$ cat src/rtl/mtrap_pkg.sv
package mtrap_pkg;
  localparam int XLEN  = 32;
  localparam int IDX_W = $clog2(XLEN);

  // Strobes from the arbitration control to the status datapath
  typedef struct packed {
    logic              take;
    logic              ret;
    logic              setGie;
    logic [IDX_W-1:0]  winIdx;
  } trapStrobes_t;
endpackage

$ cat src/rtl/irq_sample_dp.sv
module irq_sample_dp
  import mtrap_pkg::*;
#(
  parameter int SW_BIT    = 3,
  parameter int TIMER_BIT = 7,
  parameter int EXT_BIT   = 11,
  parameter int FAST_BASE = 16,
  parameter int NUM_FAST  = 15
) (
  input  logic                clk,
  input  logic                rstN,
  input  logic                swReq,
  input  logic                timerReq,
  input  logic                extReq,
  input  logic [NUM_FAST-1:0] fastReq,
  input  logic                nmiReq,
  output logic [XLEN-1:0]     reqQ
);
  logic [XLEN-1:0] liveVec;

  always_comb begin
    liveVec            = '0;
    liveVec[SW_BIT]    = swReq;
    liveVec[TIMER_BIT] = timerReq;
    liveVec[EXT_BIT]   = extReq;
    for (int i = 0; i < NUM_FAST; i++) begin
      liveVec[FAST_BASE + i] = fastReq[i];
    end
    liveVec[XLEN-1]    = nmiReq;
  end

  // Level follower: a fresh copy every cycle, no edge latching
  always_ff @(posedge clk) begin
    if (!rstN) reqQ <= '0;
    else       reqQ <= liveVec;
  end
endmodule

$ cat src/rtl/trap_ctrl.sv
module trap_ctrl
  import mtrap_pkg::*;
(
  input  logic              clk,
  input  logic              rstN,
  input  logic [XLEN-1:0]   reqQ,
  input  logic [XLEN-2:0]   enableLow,
  input  logic              gie,
  input  logic              pie,
  input  logic              retStrobe,
  input  logic              setGie,
  output trapStrobes_t      strobes
);
  logic [XLEN-1:0]  candMask;
  logic [IDX_W-1:0] winIdx;
  logic             anyCand;
  logic             inHandler;
  logic             takeNow;

  assign candMask = {reqQ[XLEN-1], reqQ[XLEN-2:0] & enableLow & {(XLEN-1){gie}}};
  assign anyCand  = |candMask;

  // Ascending scan: the last set bit, i.e. the highest index, wins
  always_comb begin
    winIdx = '0;
    for (int i = 0; i < XLEN; i++) begin
      if (candMask[i]) winIdx = IDX_W'(i);
    end
  end

  // A return owns its edge; a trap can follow on the next one
  assign takeNow = anyCand && !inHandler && !retStrobe;

  always_ff @(posedge clk) begin
    if (!rstN)                              inHandler <= 1'b0;
    else if (takeNow)                       inHandler <= 1'b1;
    else if (retStrobe && pie)              inHandler <= 1'b0;
    else if (setGie && !retStrobe)          inHandler <= 1'b0;
  end

  always_comb begin
    strobes.take   = takeNow;
    strobes.ret    = retStrobe;
    strobes.setGie = setGie && !retStrobe && !takeNow;
    strobes.winIdx = winIdx;
  end
endmodule

$ cat src/rtl/trap_status_dp.sv
module trap_status_dp
  import mtrap_pkg::*;
(
  input  logic            clk,
  input  logic            rstN,
  input  trapStrobes_t    strobes,
  output logic            takeTrap,
  output logic [XLEN-1:0] causeWord,
  output logic            gie,
  output logic            pie,
  output logic [1:0]      privPrev
);
  localparam logic [1:0] PRIV_MACHINE = 2'b11;

  always_ff @(posedge clk) begin
    if (!rstN) begin
      takeTrap  <= 1'b0;
      causeWord <= '0;
      gie       <= 1'b0;
      pie       <= 1'b0;
      privPrev  <= PRIV_MACHINE;
    end else if (strobes.take) begin
      takeTrap  <= 1'b1;
      causeWord <= {1'b1, {(XLEN-1-IDX_W){1'b0}}, strobes.winIdx};
      gie       <= 1'b0;
      pie       <= 1'b1;
      privPrev  <= PRIV_MACHINE;
    end else begin
      takeTrap <= 1'b0;
      if (strobes.ret) begin
        gie <= pie;
        pie <= 1'b1;
      end else if (strobes.setGie) begin
        gie <= 1'b1;
      end
    end
  end
endmodule

$ cat src/rtl/mtrap_arbiter.sv
module mtrap_arbiter
  import mtrap_pkg::*;
#(
  parameter int SW_BIT    = 3,
  parameter int TIMER_BIT = 7,
  parameter int EXT_BIT   = 11,
  parameter int FAST_BASE = 16,
  parameter int NUM_FAST  = 15
) (
  input  logic                clk,
  input  logic                rstN,
  input  logic                swReq,
  input  logic                timerReq,
  input  logic                extReq,
  input  logic [NUM_FAST-1:0] fastReq,
  input  logic                nmiReq,
  input  logic [XLEN-1:0]     enableIn,
  input  logic                setGie,
  input  logic                retStrobe,
  output logic                takeTrap,
  output logic [XLEN-1:0]     causeWord,
  output logic [XLEN-1:0]     pendingReg,
  output logic [XLEN-1:0]     enableView,
  output logic                gieOut,
  output logic                pieOut,
  output logic [1:0]          privPrevOut
);
  logic [XLEN-1:0] reqQ;
  trapStrobes_t    strobes;

  irq_sample_dp #(
    .SW_BIT(SW_BIT), .TIMER_BIT(TIMER_BIT), .EXT_BIT(EXT_BIT),
    .FAST_BASE(FAST_BASE), .NUM_FAST(NUM_FAST)
  ) uSample (
    .clk(clk), .rstN(rstN), .swReq(swReq), .timerReq(timerReq),
    .extReq(extReq), .fastReq(fastReq), .nmiReq(nmiReq), .reqQ(reqQ)
  );

  trap_ctrl uCtrl (
    .clk(clk), .rstN(rstN), .reqQ(reqQ), .enableLow(enableIn[XLEN-2:0]),
    .gie(gieOut), .pie(pieOut), .retStrobe(retStrobe), .setGie(setGie),
    .strobes(strobes)
  );

  trap_status_dp uStatus (
    .clk(clk), .rstN(rstN), .strobes(strobes), .takeTrap(takeTrap),
    .causeWord(causeWord), .gie(gieOut), .pie(pieOut), .privPrev(privPrevOut)
  );

  // The non-maskable line owns no enable and no pending bit
  assign pendingReg = {1'b0, reqQ[XLEN-2:0]};
  assign enableView = {1'b0, enableIn[XLEN-2:0]};
endmodule

$ cat config.mk
export PLATFORM = sky130hd
export DESIGN_NAME = mtrap_arbiter
export DESIGN_NICKNAME = d
export VERILOG_FILES = /design/src/rtl/mtrap_pkg.sv /design/src/rtl/irq_sample_dp.sv /design/src/rtl/trap_ctrl.sv /design/src/rtl/trap_status_dp.sv /design/src/rtl/mtrap_arbiter.sv
export SDC_FILE = /design/constraint.sdc
export NUM_CORES = 1
export LEC_CHECK = 0
export BUFFER_PORTS_ARGS = -buffer_cell sky130_fd_sc_hd__clkbuf_2
export CORE_ASPECT_RATIO = 1.25
export CORE_UTILIZATION = 44
export CTS_BUF_LIST = sky130_fd_sc_hd__clkbuf_4 sky130_fd_sc_hd__clkbuf_8
export CTS_CLUSTER_SIZE = 28
export DETAILED_ROUTE_END_ITERATION = 10
export PLACE_DENSITY = 0.89
export SLEW_MARGIN = 15
export SYNTH_ARGS = -nofsm -noshare
export SYNTH_HDL_FRONTEND = slang
export SYNTH_SLANG_ARGS = --single-unit
$ cat constraint.sdc
create_clock -name clk -period 5.4 [get_ports clk]
set_input_delay 0 -clock clk [delete_from_list [all_inputs] [get_ports clk]]
set_output_delay 0 -clock clk [all_outputs]
set_load 0.005 [all_outputs]
==> After elaboration in Yosys (flattened, before gate mapping) <==
Cells that the tools add are included.
{ "word_totals": {"ramBits": 0, "rom_bits": 0, "latch_bits": 0, "register_bits": 42, "wordCells": 62, "n_memories": 0} }
{ "classes": {"magnitude_cmp": 0, "n_mux": 39, "reduce_logical": 13, "bitwise_logic": 3, "shifts": 0, "n_addsub": 0, "div": 0, "eq_ne": 0, "multipliers": 0} }
{ "op_table": {"columns": ["operator", "count"], "rows": [
  ["5-bit 2-to-1 mux", 16],
  ["31-bit bitwise AND", 2],
  ["4-bit 2-to-1 mux", 8],
  ["32-bit OR reduction", 1],
  ["3-bit 2-to-1 mux", 4],
  ["1-bit 2-to-1 mux", 9],
  ["1-bit logical AND", 5],
  ["2-bit 2-to-1 mux", 2],
  ["2-bit nonzero test", 2],
  ["1-bit zero test", 3],
  ["3-bit nonzero test", 1],
  ["2-bit OR reduction", 1],
  ["1-bit NOT", 1]
]} }

==> Logic depth before layout (Yosys ltp) <==
Gate-level depths: netlist (run 1).
{ "depth": {"word_depth": 33, "ltp_mapped": 6, "depth_no_buf": 5} }

==> Modules after synthesis <==
From an unflattened synthesis (run 1), not the netlist that was laid out.
{ "unflattened": {"hier_cells": 243, "hier_area_um2": 2075.7} }
{ "modules_own_cells": {"columns": ["module", "area_per_inst_um2", "n_inst", "cells_per_inst"], "rows": [
  ["trap_ctrl", 651.9, 1, 100],
  ["irq_sample_dp", 630.6, 1, 53],
  ["trap_status_dp", 541.8, 1, 56],
  ["mtrap_arbiter", 251.5, 1, 34]
]} }

==> Least setup slack after synthesis (run 1) <==
No wires, ideal clock.
{ "synth_timing": {"path_kind": "register -> register", "from": "register uSample.reqQ[11]", "to": "register uStatus.causeWord[0]", "setup_ns": 0.119, "period_less_slack_ns": 1.743, "path_buffers": 1, "slack_ns": 3.657, "arrival_time_ns": 1.625, "path_stages_with_launch": 7, "path_cell_list": "dfxtp_1 a222oi_1 a31o_2 a41oi_4 and2_4 buf_6 o221a_1"} }
{ "synth_between": {"elab_chain_len": 23} }
{ "synth_rtl": {"columns": ["item", "line_no", "source"], "rows": [
  ["from (decl)", "irq_sample_dp.sv:17", "output logic [XLEN-1:0] reqQ"],
  ["from (signal assigned)", "irq_sample_dp.sv:35", "else reqQ <= liveVec;"],
  ["31-bit bitwise AND (*) (2 in a row)", "trap_ctrl.sv:20", "assign candMask = {reqQ[XLEN-1], reqQ[XLEN-2:0] & enableLow & {(XLEN-1){gie}}};"],
  ["4-bit 2-to-1 mux (5 in a row)", "trap_ctrl.sv:27", "if (candMask[i]) winIdx = IDX_W'(i);"],
  ["5-bit 2-to-1 mux (16 in a row)", "trap_ctrl.sv:27", null],
  ["to (signal assigned)", "trap_status_dp.sv:24", "causeWord <= {1'b1, {(XLEN-1-IDX_W){1'b0}}, strobes.winIdx};"],
  ["to (decl)", "trap_status_dp.sv:8", "output logic [XLEN-1:0] causeWord,"]
]} }
Every way passes the cells marked *; elsewhere a longest branch is shown, timed or not.
A chain may end at the register's enable or synchronous reset.

==> Worst setup path in the final report (run 1) <==
Same ends and word-level chain as after synthesis.

==> results.md, run 1 <==
- The share of synthesized cell area in full adder, half adder and majority cells is 0.
- The via count is ~1.5k.
- Of all nets on the critical path, the largest fanout is 6.
- In this run the mean area of a mapped cell was between 8 and 9 µm².
- The uppermost signal routing layer after detailed routing is met4.
- The remaining global-route overflow is 0.
- After detailed routing, the number of remaining DRC violations is 0.
- In this run, synthesis inferred 0 flip-flops with an integrated enable.
- In the final routed layout, each cell accounts on average for 11.7 µm.
- The portion of the post-synthesis area used by sequential elements is 0.299.
- The number of gates resized after CTS was 0.
- By area, the combinational part of the netlist is dominated by buffers and inverters.
- In this run the power spent charging and discharging nets is between 100 and 150 µW.
- In the synthesized netlist the async set-or-reset flop fraction comes to 0.
- The number of buffers and inverters on the critical path is 0.
- The clock insertion delay at the later pin of the skew report is between 200 and 300 ps.
- The share of cells above drive strength 1 is 0.382.
- For the pin with the worst max-slew slack, the measured transition is around 550 ps.
- The initial utilization of the core area, before any placement, comes to 0.467.
- The largest incremental delay on the critical path is ~550 ps.
- The sequential power share is 0.408.
- The run finished with clean final reports.
- The leading register cell type out of synthesis is sky130_fd_sc_hd__dfxtp_1.
- The nature of the critical path endpoint is a flop.
- Of all cell types, the one taking the most synthesized area is sky130_fd_sc_hd__buf_4.
- The clock net in this run drives a total of 29 sinks.
- The die outline area is between 0.004 and 0.005 mm².
- The share of the clock period used by the worst path after layout is 0.351.
- Of the total synthesized cell area, the portion taken by XOR and XNOR cells is 0.
- The first TritonRoute pass finished after 4 iterations.
- The static leakage is between 0.001 and 0.0015 µW.
- The congestion estimate from routability-driven global placement came to 0.784.
- Measured in cells, the most critical reg-to-reg path has a length of 5.
- The placed wire-length estimate is between 3000 and 4000 µm.
- From synthesis to final layout, the design area changed by 12.3%.
- The number of maximum-capacitance constraint violations is 0.
- No sink is reached through more buffers than the 2 on the longest clock path.
- The design internal power is ~440 µW.
- The post-route minimum period is 1900 ps.
- The net switching fraction of the power is 0.250.
- The critical path goes through a222oi_1 > a31o_2 > a41oi_4 > and2_4 > o221a_1.
- The initial antenna violation count was 0.
- The detailed-route vias per instance is approximately 4.5.
- The number of diodes is 0.
- The number of nets with antenna violations after detailed routing is 0.
- The simple-gate portion of the synthesized area is 0.138.
- The number of max-slew violations in the final report is 0.
- The cell sitting at the root of the clock tree is a sky130_fd_sc_hd__clkbuf_8.
- The combinational power share is 0.195.
- The clock transition at the registers of the reported paths is around 60 ps.
- The met1 wire length is approximately 1400 µm.
- The number of design-rule violations left by the first detailed-router iteration is 20.
- The wire length of the first global-routing pass is 5990 µm.
- Static timing analysis puts the maximum clock frequency at between 0.5 and 0.6 GHz.
- VDD sags by at most approximately 0.14 mV.
- The core area is roughly 0.0042 mm².
- The required arrival time at the worst endpoint is ~5600 ps.
- The post-synthesis compound-gate area fraction is 0.181.
- The number of logic stages on the critical path including buffering is 5.
- The share of synthesized area in the top cell type comes to 0.363.
- For this design the top-level I/O count stands at about 160.
- Setup violations remaining at the end of the flow were counted as 0.
- The number of synthesized register bits is 29.
- After detailed routing, the met3 layer carries roughly 330 µm of wire.
- From bottom edge to top edge, the die measures 76.3 µm.
- The count of cell types in the netlist is between 40 and 50.
- For this run, the total global-route usage over all layers was measured as 0.173.
- In this run the worst hold path is classified as input pin to output pin.
- The clock network fraction of design power is 0.397.
- Measured along the x axis, the die boundary spans ~61 µm.
- TritonCTS created 5 clock buffers.
- The critical path data arrival time is between 2000 and 2500 ps.
- The netlist area before placement is just under 0.002 mm².
- The share of synthesized area spent on multiplexers is 0.
- The areal power density over the cells is about 270 mW/mm².
- Along the worst hold path, the cell count comes to 0.
- The type of the setup path with the least slack is flop to flop.
- The final hold violation count came to 0.
- The maximum number of pins on one net before global-route repair is 28.
- Setup repair after global routing left no endpoint under its margin.
- The post-synthesis instance total is between 200 and 250.
- Among cell families on the critical path, the largest total delay comes from compound AO/OA/AOI/OAI gates.
- Yosys printed 0 warnings.
- The routed design uses about 2100 µm of met2 wire.
- Clock skew on the completed layout was measured at between 7 and 8 ps.
- The final-layout setup total negative slack is 0 ps.
- Wires add up to 3920 µm.
- TritonCTS built the clock tree.
- In this run the core area contains 26 standard-cell rows.
- By area the synthesized netlist is led by sky130_fd_sc_hd__buf_4 (36%), sky130_fd_sc_hd__dfxtp_1 (30%), sky130_fd_sc_hd__and2_1 (7.1%).
- In the final design database the tool counted around 330 nets.
- Input and output buffers added on the ports amount to 85.
- The relative max-transition margin is 0.630.
- The highest-delay cell along the critical path is sky130_fd_sc_hd__a222oi_1.
- The via count of the first global-routing pass came to approximately 1.4k.
- The CTS H-tree depth is 2.
- The startpoint type of the worst setup path is a flop.
- The power consumption is approximately 590 µW.
## through the flow
step	hold slack, ps	cell area, µm²	worst slack [ps]	std cells	util
6_report	0.00229	2180	3500	336	0.524
5_1_grt	0.00999	2180	3410	336	0.524
4_1_cts	0.0346	2180	3500	336	0.524
3_5_place_dp	0.0346	1870	3520	309	0.450
3_3_place_gp	0.0346	1870	3550	309	0.450
2_1_floorplan	80.8	2100	3660	264	-
## flip-flops by register name (all words and copies together) (netlist names)
name and cells:
uCtrl.inHandler 1, uSample.reqQ 19, uStatus.causeWord 6, uStatus.gie 1, uStatus.pie 1, uStatus.takeTrap 1
## layer usage
| layer | up-vias | track usage |
|---|---|---|
| met3 | 12 | 0.0526 |
| met4 | 0 | 0.0889 |
| met5 | - | 0 |
| met2 | 89 | 0.312 |
| met1 | 687 | 0.167 |
| li1 | 736 | - |
## timing repair
item                      in CTS  in global routing
hold endpoints to repair      19                  0
hold buffers                  19                  0
setup buffers                  0                  0
## cell usage after synthesis (3+ instances only)
cell type                 instances
sky130_fd_sc_hd__nand3_1          5
sky130_fd_sc_hd__o21a_1           3
sky130_fd_sc_hd__a22o_2           3
sky130_fd_sc_hd__dfxtp_1         29
sky130_fd_sc_hd__a22oi_1          3
sky130_fd_sc_hd__buf_4           94
sky130_fd_sc_hd__inv_1            4
sky130_fd_sc_hd__a31o_2           3
sky130_fd_sc_hd__nand2_1         12
sky130_fd_sc_hd__a21oi_1          7
sky130_fd_sc_hd__and2_1          22
## worst paths after layout
check | startpoint | endpoint | slack (ps)
worst min-delay path | enableIn[13] | enableView[13] | 0.002
worst max register to register | uSample.reqQ[11] | uStatus.causeWord[0] | 3500
worst max-delay path | uSample.reqQ[11] | uStatus.causeWord[0] | 3500
worst min register to register | uStatus.causeWord[31] | uStatus.causeWord[31] | 470
## cells in the final DEF, fill, tap and decap left out, types with 4 or more instances in the layout
master and instances:
sky130_fd_sc_hd__a21oi_1 7, sky130_fd_sc_hd__and2_1 22, sky130_fd_sc_hd__clkbuf_2 85, sky130_fd_sc_hd__clkbuf_8 6, sky130_fd_sc_hd__conb_1 43, sky130_fd_sc_hd__dfxtp_1 29
sky130_fd_sc_hd__dlygate4sd3_1 19, sky130_fd_sc_hd__inv_1 4, sky130_fd_sc_hd__nand2_1 12, sky130_fd_sc_hd__nand3_1 5
## logic make-up (layout without fill, tap and decap cells)
family	Yosys count	in the layout
flip-flops	29	29
AO/OA/AOI/OAI	43	43
AND/OR/NAND/NOR	49	49
buffers and inverters	100	116
other	2	43
## power by group through the flow
stage	sequential (µW)	combinational, µW	clock [µW]
2_1_floorplan	243	110	0
3_3_place_gp	246	103	0
3_5_place_dp	247	105	0
4_1_cts	242	116	242
5_1_grt	244	130	251
6_report	242	116	235
## area by class of cell
type,instances,area [µm²]
Clock inverter,1,30.0
Timing Repair Buffer,104,616
Tap cell,56,70.1
Inverter,4,15.0
Clock buffer,7,90.1
Fill cell,418,1980
Multi-Input combinational cell,135,782
Sequential cell,29,581
No activity file was read; power rests on OpenSTA's default activity.
==> run 2, diff against run 1 <==
- ABC_AREA: unset -> 1
- CORE_UTILIZATION: 44 -> 40
- PLACE_DENSITY: 0.89 -> 0.83
- clock period: 5.4 -> 1.79 ns (I/O delays scaled with it)
==> results.md, run 2 <==
- The deepest clock path buffer count is 2 (unchanged).
- The row count is 27 (+3.8%).
- The number of clock sinks was 29 (unchanged).
- The final-layout setup total negative slack is 0 ps (unchanged).
- The die outline area was 0.00501 mm² (+6.8%).
- The detailed-router iteration count before antenna repair is 4 (unchanged).
- The post-synthesis instance total is 259 (+16%).
- The total number of yosys warnings came to 0 (unchanged).
- The average size of a mapped cell is 7.30 µm² (-16%).
- The net count of the finished layout came to 380 (+14%).
- TritonCTS built the clock tree.
- The library cell used most frequently in the layout, excluding fill and tap cells, is sky130_fd_sc_hd__clkbuf_2.
- The largest incremental delay on the critical path is 410 ps (-140 ps).
- The number of maximum-capacitance constraint violations is 0 (unchanged).
- The number of synthesized register bits is 29 (unchanged).
- The number of enable-type register cells in the synthesized netlist is 0 (unchanged).
- The worst clock skew came to 7.13 ps (-0.0276 ps).
- The class of the worst hold path is input pin to output pin.
- The portion of the post-synthesis area used by sequential elements is 0.307 (+0.00829).
- The placed wire-length estimate is 2830 µm (-6.6%).
- The number of design-rule violations left by the first detailed-router iteration came to 68 (+240%).
- The initial antenna violation count is 0 (unchanged).
- The run finished with clean final reports.
- The number of diodes is 0 (unchanged).
- The number of nets with antenna violations after detailed routing is 0 (unchanged).
- The total length of routed wires was 3990 µm (+1.6%).
- Setup repair after global routing could not meet its margin everywhere.
- The final number of setup-violating endpoints was 0 (unchanged).
- The clock transition at the registers of the reported paths is 70 ps (about the same).
- The wire length of the first global-routing pass is 5710 µm (-4.7%).
- The worst setup path is launched from a flop.
- The register name with the most flops is uSample.reqQ.
- The post-route minimum period is 1770 ps (-121 ps).
- The post-route DRC violation count was 0 (unchanged).
- The critical path data arrival time was 1980 ps (-100 ps).
- The type of the setup path with the least slack is flop to flop.
- The maximum fanout along the worst path is 5 (-1).
- The leading register cell type out of synthesis is sky130_fd_sc_hd__dfxtp_1.
- The clock buffer count from CTS is 5 (unchanged).
- The die extent in x is 63.5 µm (+3.3%).
- The maximum VDD drop is 0.305 mV (+120%).
- The total of buffers placed on input and output ports is 85 (unchanged).
- The remaining global-route overflow came to 0 (unchanged).
- Walking the worst path, the cells encountered are clkbuf_16 > nand3_4 > nand2_2 > inv_2 > nand3_2 > inv_2 > nand2_4 > nor2_4 > a21oi_2 > inv_1 > nor2_2 > inv_2 > nor2_4 > inv_2 > o21ai_1.
- The netlist area before placement is 0.00189 mm² (-2.7%).
- The largest registers in the layout are uSample.reqQ (19), uStatus.causeWord (6).
- The areal power density over the cells came to 805 mW/mm² (+200%).
- The core area is 0.00446 mm² (+7.1%).
- The share of cells above drive strength 1 was 0.423 (+0.0412).
- The largest area contributor in the netlist is sky130_fd_sc_hd__buf_4.
- The effective utilization at floorplan was 0.424 (-0.0427).
- The worst setup path is captured at a flop.
- The required arrival time at the worst endpoint came to 2000 ps (-3580 ps).
- The master cell of the clock root buffer is sky130_fd_sc_hd__clkbuf_8.
- The global placement routability congestion came to 0.760 (-3.0%).
- The clock insertion delay at the later pin of the skew report came to 270 ps (about the same).
- The area growth from synthesis to layout is 26.3%.
- The top-area cell type share of the netlist area is 0.373 (+0.0101).
- The slowest stage of the critical path belongs to the cell sky130_fd_sc_hd__dfxtp_4.
- The via count was 1601 (+5.1%).
- The number of max-slew violations in the final report came to 0 (unchanged).
- The detailed-route vias per instance is 4.17 (-8.1%).
- The async set or reset register ratio after synthesis is 0 (unchanged).
- The overall fraction of global-route tracks in use came to 0.145 (-0.0283).
- The count of cell types in the netlist is 21 (-49%).
- The power consumption is 1920 µW (+220%).
- The via count of the first global-routing pass is 1432 (+1.9%).
- In the synthesized netlist, the cells that appear most often are sky130_fd_sc_hd__buf_4 (94), sky130_fd_sc_hd__nand2_1 (56), sky130_fd_sc_hd__dfxtp_1 (29).
- The maximum number of pins on one net before global-route repair is 23 (-18%).
- The most numerous cell in the Yosys netlist is sky130_fd_sc_hd__buf_4.
- The I/O pin total is 156 (unchanged).
- The static leakage is 0.00141 µW (+29%).
- The number of flip-flops under the largest register name was 19 (unchanged).
- The share of the clock period used by the worst path after layout is 0.992 (+0.640).
- The library cells used most frequently in the layout, excluding fill and tap cells, are sky130_fd_sc_hd__clkbuf_2 (85), sky130_fd_sc_hd__nand2_1 (47), sky130_fd_sc_hd__conb_1 (43), sky130_fd_sc_hd__dfxtp_1 (28), sky130_fd_sc_hd__inv_1 (24).
- The CTS H-tree depth is 2 (unchanged).
- The maximum achievable frequency came to 0.563 GHz (+6.8%).
- The final hold violation count is 0 (unchanged).
- The per-cell routed wire length came to 10.4 µm (-11%).
- The dominant cell type by count on the critical path is sky130_fd_sc_hd__inv_2.
- After synthesis, the cell types taking the most area are sky130_fd_sc_hd__buf_4 (37%), sky130_fd_sc_hd__dfxtp_1 (31%), sky130_fd_sc_hd__nand2_1 (11%).
- The vertical extent of the die was 78.9 µm (+3.4%).
run 2: cell types whose count changed in the layout (fill, tap and decap cells not counted), sizes merged, moves of 8 or more:
| cell | delta |
|---|---|
| buf | +8 |
| nor2 | +9 |
| and2 | -23 |
| nand3 | +17 |
| nand2 | +45 |
| inv | +25 |
run 2: kinds of logic after synthesis:
group	synth area share
other	0.00397
AND/OR/NAND/NOR	0.216
flip-flops	0.307
buffers and inverters	0.435
AO/OA/AOI/OAI	0.0384
run 2: report_power, final:
part | switching, µW | internal, µW
Sequential | 32.5 | 692
Clock | 249 | 553
Combinational | 199 | 198
run 2: layout make-up:
type	instances	area, µm²
clock buffer	5	68.8
fill	426	2070
tap	58	72.6
multi-input combinational	146	752
inverter	29	111
timing repair buffer	114	734
sequential	29	584
clock inverter	3	65.1
run 2: critical path: cells and delay by family, from the launching register on:
family                 cells  cell delay [ps]
buffers and inverters      6              450
and+or+nand+nor            7              600
DFF                        1              410
AOI/OAI and AO/OA          2              240
run 2: repair_timing:
action	in CTS	in global routing
gates cloned	0	1
endpoints found under the setup margin	5	6
gates resized for setup	2	31
hold buffers	20	0
pin swaps	0	12
hold endpoints to repair	20	0
buffers inserted	0	5
run 2: per-layer routing:
metal  part of all wire  wire, µm  up-vias  GRT usage
met1               0.35      1380      720      0.133
met3              0.066       265       18     0.0302
met4              0.037       146        0     0.0864
met2               0.55      2190       81      0.284
met5                  0         0        -          0
li1                   -         -      782          -
run 2: path summary, 6_finish.rpt:
| kind | endpoint | from | depth (start not counted) | slack [ps] |
|---|---|---|---|---|
| worst min-delay path | enableView[9] | enableIn[9] | 0 | 0.002 |
| worst max register to register | uStatus.causeWord[2] | uStatus.gie | 15 | 20 |
| worst min register to register | uStatus.causeWord[31] | uStatus.causeWord[31] | 2 | 450 |
| worst max-delay path | uStatus.causeWord[2] | uStatus.gie | 15 | 20 |
run 2: through the flow:
step | cell area, µm² | util | hold slack [ps] | worst slack, ps | std cells
2_1_floorplan | 2050 | - | 80.8 | 201 | 300
3_3_place_gp | 1870 | 0.418 | 0.0381 | -20.2 | 350
3_5_place_dp | 1870 | 0.418 | 0.0381 | -61.2 | 350
4_1_cts | 2200 | 0.494 | 0.0381 | 24.8 | 378
5_1_grt | 2390 | 0.536 | 0.00796 | -165 | 384
6_report | 2390 | 0.536 | 0.00199 | 15.2 | 384
